`config.mk`:
```
export PLATFORM = sky130hd
export DESIGN_NAME = owr_rom_layer
export DESIGN_NICKNAME = d
export VERILOG_FILES = /design/src/rtl/owr_rom_pkg.sv /design/src/rtl/owr_bit_ctr.sv /design/src/rtl/owr_cmd_shift.sv /design/src/rtl/owr_rom_sel.sv /design/src/rtl/owr_rom_layer.sv
export SDC_FILE = /design/constraint.sdc
export NUM_CORES = 1
export LEC_CHECK = 0
export ABC_CLOCK_PERIOD_IN_PS = 3100
export BUFFER_PORTS_ARGS = -buffer_cell sky130_fd_sc_hd__buf_2
export CAP_MARGIN = 10
export CORE_ASPECT_RATIO = 0.6
export CORE_MARGIN = 4
export CORE_UTILIZATION = 55
export DETAILED_ROUTE_END_ITERATION = 8
export HOLD_SLACK_MARGIN = 0.15
export PLACE_DENSITY = 0.74
export SKIP_CTS_REPAIR_TIMING = 1
export SLEW_MARGIN = 20
export SYNTH_ARGS = -nofsm -noshare
export SYNTH_HDL_FRONTEND = slang
export SYNTH_HIERARCHICAL = 1
export SYNTH_SLANG_ARGS = --single-unit
```
`constraint.sdc`:
```
create_clock -name clk -period 3.1 [get_ports clk]
set_input_delay 0.62 -clock clk [delete_from_list [all_inputs] [get_ports clk]]
set_output_delay 0.62 -clock clk [all_outputs]
set_load 0.005 [all_outputs]
```
`src/rtl/owr_rom_pkg.sv`:
```
package owr_rom_pkg;
  typedef enum logic [2:0] {
    ST_CMD,
    ST_READ,
    ST_MATCH,
    ST_SEARCH,
    ST_SEL,
    ST_PARK
  } st_e;

  typedef enum logic [1:0] {
    PH_TRUE,
    PH_CMPL,
    PH_DIR
  } ph_e;

  localparam logic [7:0] OP_READ   = 8'h33;
  localparam logic [7:0] OP_MATCH  = 8'h55;
  localparam logic [7:0] OP_SKIP   = 8'hCC;
  localparam logic [7:0] OP_SEARCH = 8'hF0;
  localparam logic [7:0] OP_ALARM  = 8'hEC;
endpackage

```
`src/rtl/owr_bit_ctr.sv`:
```
module owr_bit_ctr #(
  parameter int COUNT = 64,
  parameter int CW    = (COUNT > 1) ? $clog2(COUNT) : 1
) (
  input  logic          clk,
  input  logic          rst,
  input  logic          clr,
  input  logic          step,
  output logic [CW-1:0] cnt,
  output logic          last
);
  assign last = (cnt == CW'(COUNT - 1));

  always_ff @(posedge clk) begin
    if (rst || clr) begin
      cnt <= '0;
    end else if (step) begin
      cnt <= last ? '0 : cnt + 1'b1;
    end
  end
endmodule

```
`src/rtl/owr_cmd_shift.sv`:
```
module owr_cmd_shift #(
  parameter int W = 8
) (
  input  logic         clk,
  input  logic         rst,
  input  logic         clr,
  input  logic         shift,
  input  logic         din,
  output logic [W-1:0] word_nxt,
  output logic         done
);
  localparam int CW = (W > 1) ? $clog2(W) : 1;

  logic [W-1:0]  sr;
  logic [CW-1:0] n_bits;
  logic          at_last;

  owr_bit_ctr #(.COUNT(W), .CW(CW)) u_cnt (
    .clk  (clk),
    .rst  (rst),
    .clr  (clr),
    .step (shift),
    .cnt  (n_bits),
    .last (at_last)
  );

  // LSB arrives first, so each new bit enters at the top and slides down
  assign word_nxt = {din, sr[W-1:1]};
  assign done     = shift && at_last;

  always_ff @(posedge clk) begin
    if (rst || clr) begin
      sr <= '0;
    end else if (shift) begin
      sr <= word_nxt;
    end
  end
endmodule

```
`src/rtl/owr_rom_sel.sv`:
```
module owr_rom_sel #(
  parameter int N  = 64,
  parameter int IW = (N > 1) ? $clog2(N) : 1
) (
  input  logic [N-1:0]  rom,
  input  logic [IW-1:0] idx,
  output logic          bit_o
);
  assign bit_o = rom[idx];
endmodule

```
`src/rtl/owr_rom_layer.sv`:
```
module owr_rom_layer
  import owr_rom_pkg::*;
#(
  parameter int               ROM_W  = 64,
  parameter logic [ROM_W-1:0] ROM_ID = 64'h9E00_0801_2345_6710,
  parameter int               CMD_W  = 8
) (
  input  logic clk,
  input  logic rst,
  input  logic bus_reset_i,
  input  logic wr_valid_i,
  input  logic wr_bit_i,
  input  logic rd_slot_i,
  input  logic alarm_i,
  output logic pull_low_o,
  output logic selected_o
);
  localparam int IW = (ROM_W > 1) ? $clog2(ROM_W) : 1;

  st_e st, st_n;
  ph_e ph, ph_n;

  logic [CMD_W-1:0] cmd_word;
  logic             cmd_done;
  logic [IW-1:0]    idx;
  logic             idx_last;
  logic             cur_bit;
  logic             idx_step;
  logic             dir_ok;
  logic             sel_q;

  owr_cmd_shift #(.W(CMD_W)) u_cmd (
    .clk      (clk),
    .rst      (rst),
    .clr      (bus_reset_i),
    .shift    (wr_valid_i && !bus_reset_i && (st == ST_CMD)),
    .din      (wr_bit_i),
    .word_nxt (cmd_word),
    .done     (cmd_done)
  );

  owr_bit_ctr #(.COUNT(ROM_W), .CW(IW)) u_idx (
    .clk  (clk),
    .rst  (rst),
    .clr  (bus_reset_i || cmd_done),
    .step (idx_step),
    .cnt  (idx),
    .last (idx_last)
  );

  owr_rom_sel #(.N(ROM_W), .IW(IW)) u_sel (
    .rom   (ROM_ID),
    .idx   (idx),
    .bit_o (cur_bit)
  );

  assign dir_ok   = (wr_bit_i == cur_bit);
  assign idx_step = ((st == ST_READ) && rd_slot_i) ||
                    ((st == ST_MATCH) && wr_valid_i && dir_ok) ||
                    ((st == ST_SEARCH) && (ph == PH_DIR) && wr_valid_i && dir_ok);

  always_comb begin
    st_n = st;
    ph_n = ph;
    if (bus_reset_i) begin
      st_n = ST_CMD;
      ph_n = PH_TRUE;
    end else begin
      case (st)
        ST_CMD: begin
          if (cmd_done) begin
            ph_n = PH_TRUE;
            if (cmd_word == CMD_W'(OP_READ))        st_n = ST_READ;
            else if (cmd_word == CMD_W'(OP_MATCH))  st_n = ST_MATCH;
            else if (cmd_word == CMD_W'(OP_SKIP))   st_n = ST_SEL;
            else if (cmd_word == CMD_W'(OP_SEARCH)) st_n = ST_SEARCH;
            else if (cmd_word == CMD_W'(OP_ALARM))  st_n = alarm_i ? ST_SEARCH : ST_PARK;
            else                                    st_n = ST_PARK;
          end
        end
        ST_READ: begin
          if (rd_slot_i && idx_last) st_n = ST_SEL;
        end
        ST_MATCH: begin
          if (wr_valid_i) begin
            if (!dir_ok)       st_n = ST_PARK;
            else if (idx_last) st_n = ST_SEL;
          end
        end
        ST_SEARCH: begin
          case (ph)
            PH_TRUE: if (rd_slot_i) ph_n = PH_CMPL;
            PH_CMPL: if (rd_slot_i) ph_n = PH_DIR;
            default: begin
              if (wr_valid_i) begin
                ph_n = PH_TRUE;
                if (!dir_ok)       st_n = ST_PARK;
                else if (idx_last) st_n = ST_SEL;
              end
            end
          endcase
        end
        default: st_n = st;
      endcase
    end
  end

  always_ff @(posedge clk) begin
    if (rst) begin
      st    <= ST_CMD;
      ph    <= PH_TRUE;
      sel_q <= 1'b0;
    end else begin
      st    <= st_n;
      ph    <= ph_n;
      sel_q <= (st_n == ST_SEL);
    end
  end

  // Decoded from registers only: no path from an input pin to the line request
  always_comb begin
    pull_low_o = 1'b0;
    if (st == ST_READ) begin
      pull_low_o = !cur_bit;
    end else if (st == ST_SEARCH) begin
      if (ph == PH_TRUE)      pull_low_o = !cur_bit;
      else if (ph == PH_CMPL) pull_low_o = cur_bit;
    end
  end

  assign selected_o = sel_q;
endmodule

```
==> flow_metrics.tcl, run 1 <==
set metrics [dict create \
    status "complete, no violations" \
    initial_core_util_pct 57.63 \
    hold_end "u_cmd/u_cnt/cnt[0]" \
    hold_violations 0 \
    grtUsageTotal_pct 20.10 \
    setup_viol 0 \
    grt_pass1_wl_um 7182 \
    r2r_cells 15 \
    slew_viol_final 0 \
    ys.flop_type "dfxtp_1" \
    use_met2_pct 30.45 \
    antenna_found_initial 0 \
    final_nets 292 \
    crit_type "flop to output pin" \
    avgSynthCellArea_um2 9.310 \
    start_kind "flop" \
    drt_iter0_drc 159 \
    r2r_end "u_idx/cnt[3]" \
    crit_slowest_cell "mux4_2" \
    synth_xor_area_share_pct 1.863 \
    crit_path_cell_trace "buf_12 -> mux4_2 -> nand4_1 -> nand3_2 -> a211oi_2 -> a211oi_4 -> nand3_1 -> o21a_1 -> o22ai_1 -> and3b_2 -> buf_2" \
    dp_hpwl_um 3119 \
    clockRootBuffer "clkbuf_8" \
    worstHoldStart "u_cmd/u_cnt/cnt[0]" \
    min_path_cells 2 \
    crit_family "compound AO/OA/AOI/OAI gates" \
    antenna_left 0 \
    max_freq_mhz 328.1 \
    skew_ns 0.002724 \
    first_pass_iters 5 \
    synth_edf_count 0 \
    yosysWarningCount 6 \
    cp_slowest_stage_delay_ns 0.42 \
    final_cell_area_um2 2452 \
    clk_pin_slew_ns 0.09 \
    ios 9 \
    endpoint_kind "output pin" \
    placed_cell_area_um2 2222 \
    core_region_area_um2 3263 \
    busiest_layer "met1" \
    ys_seq_area_share_pct 23.42 \
    drv_cap 0 \
    synthSimpleGateAreaFrac_pct 29.27 \
    dieArea_um2 4450 \
    post-place-ws_ns 0.2608 \
    drc 0 \
    syn_to_final_growth_pct 30.41 \
    diodes 0 \
    path_buf_inv 2 \
    grt-ovfl-total 0 \
    power_density_nw_per_um2 254.6 \
    htreeDepth 1 \
    die_width_um 83.49 \
    synth_mux_area_share_pct 23.15 \
    async_reset_ff_share_pct 0 \
    min_period_ns 3.047 \
    reg2reg_from "u_idx/cnt[0]" \
    totalWireLength_um 4644 \
    synthCells 202 \
    cp.arrival_ns 2.43 \
    netlist.area_leader.share_pct 23.42 \
    layout-drive-gt1-share_pct 22.78 \
    critPathMaxFanout 6 \
    place_congestion 0.8747 \
    portBuffers 8 \
    cts_tree "built" \
    fin_ws_ns 0.05251 \
    crit_required_ns 2.48 \
    clock_sinks 22 \
    synth_seq_cells 22 \
    synth_area_leaders "dfxtp_1 (23%), mux4_2 (13%), mux2i_1 (8.0%)" \
    grtUsageMet1_pct 30.50 \
    synth-adder-area-share_pct 1.996 \
    r2r_slack_ns 0.09 \
    vias 1820 \
    fillers 239 \
    min_path_type "flop to flop" \
    synth_top_family_by_area "simple AND/OR/NAND/NOR gates" \
    die_y_um 53.30 \
    grt_start_max_net_pins 23 \
    met3_usage_pct 4.355 \
    cts_made_buffers 3 \
    clockBufferDepth 2 \
    grt_pass1_vias 1516 \
    clk_latency_ns 0.27 \
    avgRoutedWirePerCell_um 14.25 \
    synth_top_area_cell "dfxtp_1" \
    synth_compound_area_share_pct 14.77 \
    netlist_area_um2 1881 \
    fp-row-count 16 \
    vdd_ir_drop_max_mv 0.2942 \
    vias_per_cell 5.583 \
    finalCritPeriodShare_pct 98.31 \
    power_leakage_nw 0.9675 \
    synth.distinct_cells 58 \
]
-- worst register-to-register path, cell delays in order, from the launching register on --
cell and delay (ns):
dfxtp_4 0.37, buf_12 0.13, mux4_2 0.42, nand4_1 0.10
nand3_2 0.10, a211oi_2 0.30, a211oi_4 0.13, buf_4 0.16
xor2_1 0.16, a21oi_1 0.14, nand3_1 0.10, o31ai_1 0.12
buf_4 0.22, nand2_1 0.08, o21ai_0 0.29, nor2_1 0.09
-- layout make-up --
| class | count | area [um^2] | share of cell area [%] |
|---|---|---|---|
| sequential | 22 | 454.2 | 18.52 |
| timing repair buffer | 25 | 235.2 | 9.592 |
| multi-input combinational | 224 | 1613 | 65.77 |
| tap | 45 | 56.30 | 2.296 |
| clock inverter | 1 | 30.03 | 1.224 |
| clock buffer | 3 | 41.29 | 1.684 |
| inverter | 6 | 22.52 | 0.9184 |
-- kinds of logic after synthesis --
kind of cell,after synthesis
XOR/XNOR,4
other,2
flip-flops,22
adder cells (fa/ha/maj),3
multiplexers,28
AND/OR/NAND/NOR,88
AO/OA/AOI/OAI,37
buffers and inverters,18
-- cell usage after synthesis (3+ instances only) --
cell,count
a211oi_2,3
a21oi_1,7
buf_2,3
clkbuf_1,3
dfxtp_1,22
ha_1,3
inv_1,6
mux2i_1,15
mux4_2,11
nand2_1,6
nand2b_1,5
nand3_1,6
nand4_1,3
nand4bb_1,3
nor2_1,22
nor2b_1,3
nor3_1,8
nor4_1,5
nor4bb_1,3
o211ai_1,3
o21ai_0,7
xor2_1,4
-- sequential cells by signal (all words and copies together) (netlist names) --
name / cells
u_idx/cnt: 6
u_cmd/sr: 7
st: 3
u_cmd/u_cnt/cnt: 3
ph: 2
selected_o: 1
-- layout by cell type (no fill, tap or decap), types with 6 or more instances in the layout --
| cell type | Yosys | final |
|---|---|---|
| conb_1 | 2 | 64 |
| buf_4 | 2 | 12 |
| nand2_1 | 6 | 6 |
| a21oi_1 | 7 | 7 |
| nor3_1 | 8 | 7 |
| inv_1 | 6 | 6 |
| mux2i_1 | 15 | 15 |
| nor2_1 | 22 | 22 |
| o21ai_0 | 7 | 7 |
| buf_2 | 3 | 8 |
| dfxtp_1 | 22 | 17 |
| mux4_2 | 11 | 11 |
-- worst max-delay path by stage --
stage,startpoint,depth (start not counted),to
global route,u_idx/cnt[0],15,u_idx/cnt[5]
detailed placement,u_idx/cnt[0],11,pull_low_o
global placement,u_idx/cnt[0],11,pull_low_o
finish,u_idx/cnt[0],11,pull_low_o
floorplan,u_idx/cnt[0],13,u_idx/cnt[5]
CTS,u_idx/cnt[0],11,pull_low_o
-- metal layers --
layer	share of wire [%]	routed length, um
met1	52	2411
met2	41	1903
met3	6.8	318
met4	0.22	10
met5	0	0
-- stage by stage --
stage          util (%)  setup TNS [ns]  hold slack, ns  total power, mW  std cells
2_1_floorplan         -               0          0.4769           0.3364        264
3_3_place_gp      68.10               0          0.5074           0.3510        314
3_5_place_dp      68.10               0          0.5102           0.3514        314
4_1_cts           70.28        -0.04260          0.5236           0.6204        318
5_1_grt           75.15         -0.1223          0.5641           0.6440        326
6_report          75.15               0          0.5282           0.6243        326
-- where the power goes --
group          leakage (nW)  internal (mW)  total, mW  switching, mW
Sequential            0.181          0.280      0.281       0.000841
Clock                0.0357          0.173      0.275          0.103
Combinational         0.751         0.0311     0.0677         0.0366
Total                 0.968          0.484      0.624          0.140
Note: power is estimated with default switching activity, not from simulation.
==> inputs of run 2 (changes only) <==
--- a/config.mk
+++ b/config.mk
@@ -8,7 +8,7 @@
 export ABC_CLOCK_PERIOD_IN_PS = 3100
 export BUFFER_PORTS_ARGS = -buffer_cell sky130_fd_sc_hd__buf_2
 export CAP_MARGIN = 10
-export CORE_ASPECT_RATIO = 0.6
+export CORE_ASPECT_RATIO = 0.8
 export CORE_MARGIN = 4
 export CORE_UTILIZATION = 55
 export DETAILED_ROUTE_END_ITERATION = 8
==> run 2 against run 1 <==
Die area down 0.56%. Setup slack improved by 0.029 ns. Power decreased by 0.99%. Clock skew is 0.00059 ns higher. Non-clock buffer count decreased by 4.
==> flow_metrics.tcl, run 2 (synthesis results as in run 1) <==
set metrics [dict create \
    htreeDepth 1 \
    crit_type "flop to output pin" \
    power_leakage_nw 0.9417 \
    grt_pass1_vias 1501 \
    dp_hpwl_um 2838 \
    top_register "u_cmd/sr" \
    finalCritPeriodShare_pct 97.35 \
    largest_registers "u_cmd/sr (7), u_idx/cnt (6)" \
    cts_made_buffers 3 \
    antenna_found_initial 0 \
    first_pass_iters 5 \
    crit_required_ns 2.48 \
    power_density_nw_per_um2 257.6 \
    fp-row-count 18 \
    r2r_end "u_idx/cnt[5]" \
    grtUsageTotal_pct 19.02 \
    rsz0062_at_grt "true" \
    clockRootBuffer "clkbuf_8" \
    critPathMaxFanout 7 \
    initial_core_util_pct 59.22 \
    core_region_area_um2 3176 \
    clk_pin_slew_ns 0.08 \
    r2r_cells 14 \
    power_mw 0.6181 \
    drc 0 \
    grt_pass1_wl_um 6686 \
    vdd_ir_drop_max_mv 0.3166 \
    final_nets 288 \
    skew_ns 0.003317 \
    status "complete, no violations" \
    layout-drive-gt1-share_pct 20.22 \
    final_cell_area_um2 2400 \
    crit_path_end "pull_low_o" \
    clock_sinks 22 \
    final_cell_mix "conb_1 (64), nor2_1 (22), dfxtp_1 (18)" \
    vias 1746 \
    avgRoutedWirePerCell_um 13.00 \
    cts_tree "built" \
    whs_ns 0.5235 \
    ios 9 \
    slew_viol_final 0 \
    dieArea_um2 4425 \
    die_width_um 73.38 \
    final_common_cell "conb_1" \
    cp.arrival_ns 2.40 \
    clockBufferDepth 2 \
    start_kind "flop" \
    max_freq_mhz 331.3 \
    portBuffers 8 \
    hold_violations 0 \
    syn_to_final_growth_pct 27.61 \
    endpoint_kind "output pin" \
    vias_per_cell 5.508 \
    placed_cell_area_um2 2191 \
    diodes 0 \
    drt_iter0_drc 143 \
    place_congestion 0.8491 \
    reg2reg_from "u_idx/cnt[0]" \
    antenna_left 0 \
    setup_viol 0 \
    r2r_slack_ns 0.15 \
    grt_start_max_net_pins 26 \
    crit_path_start "u_idx/cnt[0]" \
    grt-ovfl-total 0 \
    min_path_type "flop to flop" \
    die_y_um 60.30 \
    clk_latency_ns 0.27 \
    min_period_ns 3.018 \
    drv_cap 0 \
    largest_reg_flops 7 \
    totalWireLength_um 4122 \
]
-- run 2: routing by layer --
metal | track usage (%) | vias to the layer above | share of wire [%]
li1 | - | 874 | -
met1 | 28.45 | 800 | 50
met2 | 29.04 | 64 | 42
met3 | 3.529 | 8 | 7.3
met4 | 3.101 | 0 | 0.92
met5 | 0 | - | 0
-- run 2: final cells by class --
type                    instances  area, um^2
inverters                       6       22.52
repair buffers                 21       221.5
flip-flops and latches         22       450.4
well taps                      40       50.05
clock buffers                   3       41.29
multi-input cells             224        1584
clock inverters                 1       30.03
fillers                       255       775.7
-- run 2: worst min path at each step --
stage | end | from | depth (start not counted) | slack, ns
6_report | u_cmd/u_cnt/cnt[0] | u_cmd/u_cnt/cnt[0] | 2 | 0.52
4_1_cts | u_cmd/u_cnt/cnt[0] | u_cmd/u_cnt/cnt[0] | 2 | 0.53
3_5_place_dp | u_cmd/u_cnt/cnt[0] | u_cmd/u_cnt/cnt[0] | 2 | 0.52
5_1_grt | u_cmd/u_cnt/cnt[0] | u_cmd/u_cnt/cnt[0] | 2 | 0.55
2_1_floorplan | u_cmd/u_cnt/cnt[0] | u_cmd/u_cnt/cnt[0] | 2 | 0.48
3_3_place_gp | u_cmd/u_cnt/cnt[0] | u_cmd/u_cnt/cnt[0] | 2 | 0.50
-- run 2: per-stage QoR --
step           cells   TNS, ns  worst slack [ns]  util (%)
2_1_floorplan    264         0            0.2924         -
3_3_place_gp     304         0            0.3014     68.99
3_5_place_dp     304         0            0.2417     68.99
4_1_cts          308  -0.06039          -0.06039     71.24
5_1_grt          317   -0.1625          -0.06360     75.57
6_report         317         0           0.08200     75.57
-- run 2: report_power, final --
part | internal [mW] | switching (mW) | leakage (nW)
Sequential | 0.281 | 0.000769 | 0.180
Clock | 0.173 | 0.0985 | 0.0357
Combinational | 0.0295 | 0.0354 | 0.726
Total | 0.483 | 0.135 | 0.942
-- run 2: worst max-delay path, stage by stage (launching register included) --
cell and delay [ns]:
dfxtp_4 0.40, buf_12 0.13, buf_4 0.10, mux4_2 0.49, a22oi_1 0.14, and3_1 0.19
a211oi_2 0.07, nand3_1 0.09, o21a_1 0.12, o22ai_1 0.05, and3b_2 0.23, buf_6 0.11
==> inputs of run 3 (changes only) <==
--- a/config.mk
+++ b/config.mk
@@ -6,14 +6,14 @@
 export NUM_CORES = 1
 export LEC_CHECK = 0
 export ABC_CLOCK_PERIOD_IN_PS = 3100
-export BUFFER_PORTS_ARGS = -buffer_cell sky130_fd_sc_hd__buf_2
 export CAP_MARGIN = 10
 export CORE_ASPECT_RATIO = 0.8
 export CORE_MARGIN = 4
 export CORE_UTILIZATION = 55
 export DETAILED_ROUTE_END_ITERATION = 8
+export DONT_BUFFER_PORTS = 1
 export HOLD_SLACK_MARGIN = 0.15
-export PLACE_DENSITY = 0.74
+export PLACE_DENSITY = 0.71
 export SKIP_CTS_REPAIR_TIMING = 1
 export SLEW_MARGIN = 20
 export SYNTH_ARGS = -nofsm -noshare
==> run 3 against run 2 <==
Sequential power about the same. Via count down 5.2%. First-iteration DRC count down 25%. Clock power about the same. Count of clock-buffer cells in the layout unchanged. Register-to-register slack better by 0.11 ns. Final cell count down 4.4%. Global-route usage up 0.70 points. Die area unchanged. Setup slack better by 0.048 ns.
==> flow_metrics.tcl, run 3 (synthesis results as in run 1) <==
set metrics [dict create \
    status "complete, no violations" \
    max_freq_mhz 336.6 \
    vias_per_cell 5.465 \
    min_period_ns 2.970 \
    path_buf_inv 1 \
    cp_slowest_stage_delay_ns 0.49 \
    dp_hpwl_um 2799 \
    power_leakage_nw 0.8627 \
    grt_start_max_net_pins 26 \
    top_register "u_cmd/sr" \
    crit_slowest_cell "mux4_2" \
    layout-drive-gt1-share_pct 15.59 \
    grt-ovfl-total 0 \
    power_mw 0.6079 \
    multi_input_area_um2 1592 \
    tns_ns 0 \
    post-place-ws_ns 0.2608 \
    p_seq_share_pct 46.7 \
    antenna_found_initial 0 \
    r2r_slack_ns 0.26 \
    ios 9 \
    final_common_cell "conb_1" \
    final_nets 274 \
    fillers 262 \
    p_comb_share_pct 9.0 \
    avgRoutedWirePerCell_um 12.84 \
    vias 1656 \
    totalWireLength_um 3890 \
    start_kind "flop" \
    initial_core_util_pct 59.22 \
    p_sw_share_pct 20.62 \
    clockRootBuffer "clkbuf_8" \
    largest_registers "u_cmd/sr (7), u_idx/cnt (6)" \
    fp-row-count 18 \
    crit_required_ns 2.48 \
    p_int_mw 0.4826 \
    final_cells 303 \
    antenna_left 0 \
    grt_pass1_wl_um 6824 \
    core_region_area_um2 3176 \
    utilization_pct 71.28 \
    die_width_um 73.38 \
    grtUsageTotal_pct 19.72 \
    die_y_um 60.30 \
    grt_pass1_vias 1518 \
    cts_made_buffers 3 \
    hold_violations 0 \
    largest_reg_flops 7 \
    endpoint_kind "output pin" \
    htreeDepth 1 \
    place_congestion 0.8791 \
    crit_path_cell_trace "buf_12 -> mux4_2 -> a22oi_1 -> and3_1 -> a211oi_4 -> nand3_1 -> o21a_1 -> o22ai_1 -> and3b_2" \
    cp.arrival_ns 2.35 \
    cts_tree "built" \
    min_path_type "input port to flop" \
    slew_viol_final 0 \
    drv_cap 0 \
    crit_type "flop to output pin" \
    drc 0 \
    clock_sinks 22 \
    skew_ns 0.01152 \
    regArea_um2 445.4 \
    crit_family "simple AND/OR/NAND/NOR gates" \
    first_pass_iters 4 \
    clockBufferDepth 2 \
    critPathMaxFanout 13 \
    finalCritPeriodShare_pct 95.82 \
    setup_viol 0 \
    syn_to_final_growth_pct 20.36 \
    vdd_ir_drop_max_mv 0.2820 \
    clk_pin_slew_ns 0.09 \
    power_switching_mw 0.1254 \
    portBuffers 0 \
    dp_cells 297 \
    clk_latency_ns 0.27 \
    diodes 0 \
    fin_ws_ns 0.1295 \
    power_density_nw_per_um2 268.6 \
    drt_iter0_drc 107 \
    final_cell_mix "conb_1 (64), nor2_1 (22), dfxtp_1 (18)" \
    dieArea_um2 4425 \
    p_clk_share_pct 44.3 \
]
-- run 3: cell type report --
cell class | instances | area share (%)
Multi-Input combinational cell | 224 | 70.32
Clock inverter | 1 | 1.327
Inverter | 6 | 0.9950
Clock buffer | 3 | 1.824
Timing Repair Buffer | 7 | 3.648
Sequential cell | 22 | 19.68
Tap cell | 40 | 2.211
-- run 3: worst paths after layout --
path | start | depth (start not counted) | to
hold / removal | rst | 1 | u_idx/cnt[1]
setup / recovery | u_idx/cnt[0] | 9 | pull_low_o
setup reg to reg | u_idx/cnt[0] | 12 | u_idx/cnt[5]
hold reg to reg | u_cmd/u_cnt/cnt[0] | 2 | u_cmd/u_cnt/cnt[0]
-- run 3: per-stage QoR --
stage	area (um^2)	hold slack, ns
after floorplan	2113	0.4769
after global placement	2146	0.5011
after detailed placement	2146	0.5033
after CTS	2217	0.4018
after global routing	2263	0.4011
final	2263	0.4102
-- run 3: power groups by stage --
stage | combinational (mW) | clock, mW | sequential (mW)
finish | 0.0547 | 0.269 | 0.284
detailed placement | 0.0491 | 0 | 0.291
CTS | 0.0492 | 0.277 | 0.284
floorplan | 0.0461 | 0 | 0.290
global route | 0.0635 | 0.285 | 0.284
global placement | 0.0490 | 0 | 0.291
-- run 3: routing by layer --
| layer | GRT usage [%] | share of wire, % | vias up |
|---|---|---|---|
| met4 | 5.426 | 0.93 | 0 |
| met2 | 29.43 | 43 | 35 |
| li1 | - | - | 841 |
| met5 | 0 | 0 | - |
| met3 | 3.866 | 4.8 | 5 |
| met1 | 29.09 | 51 | 775 |
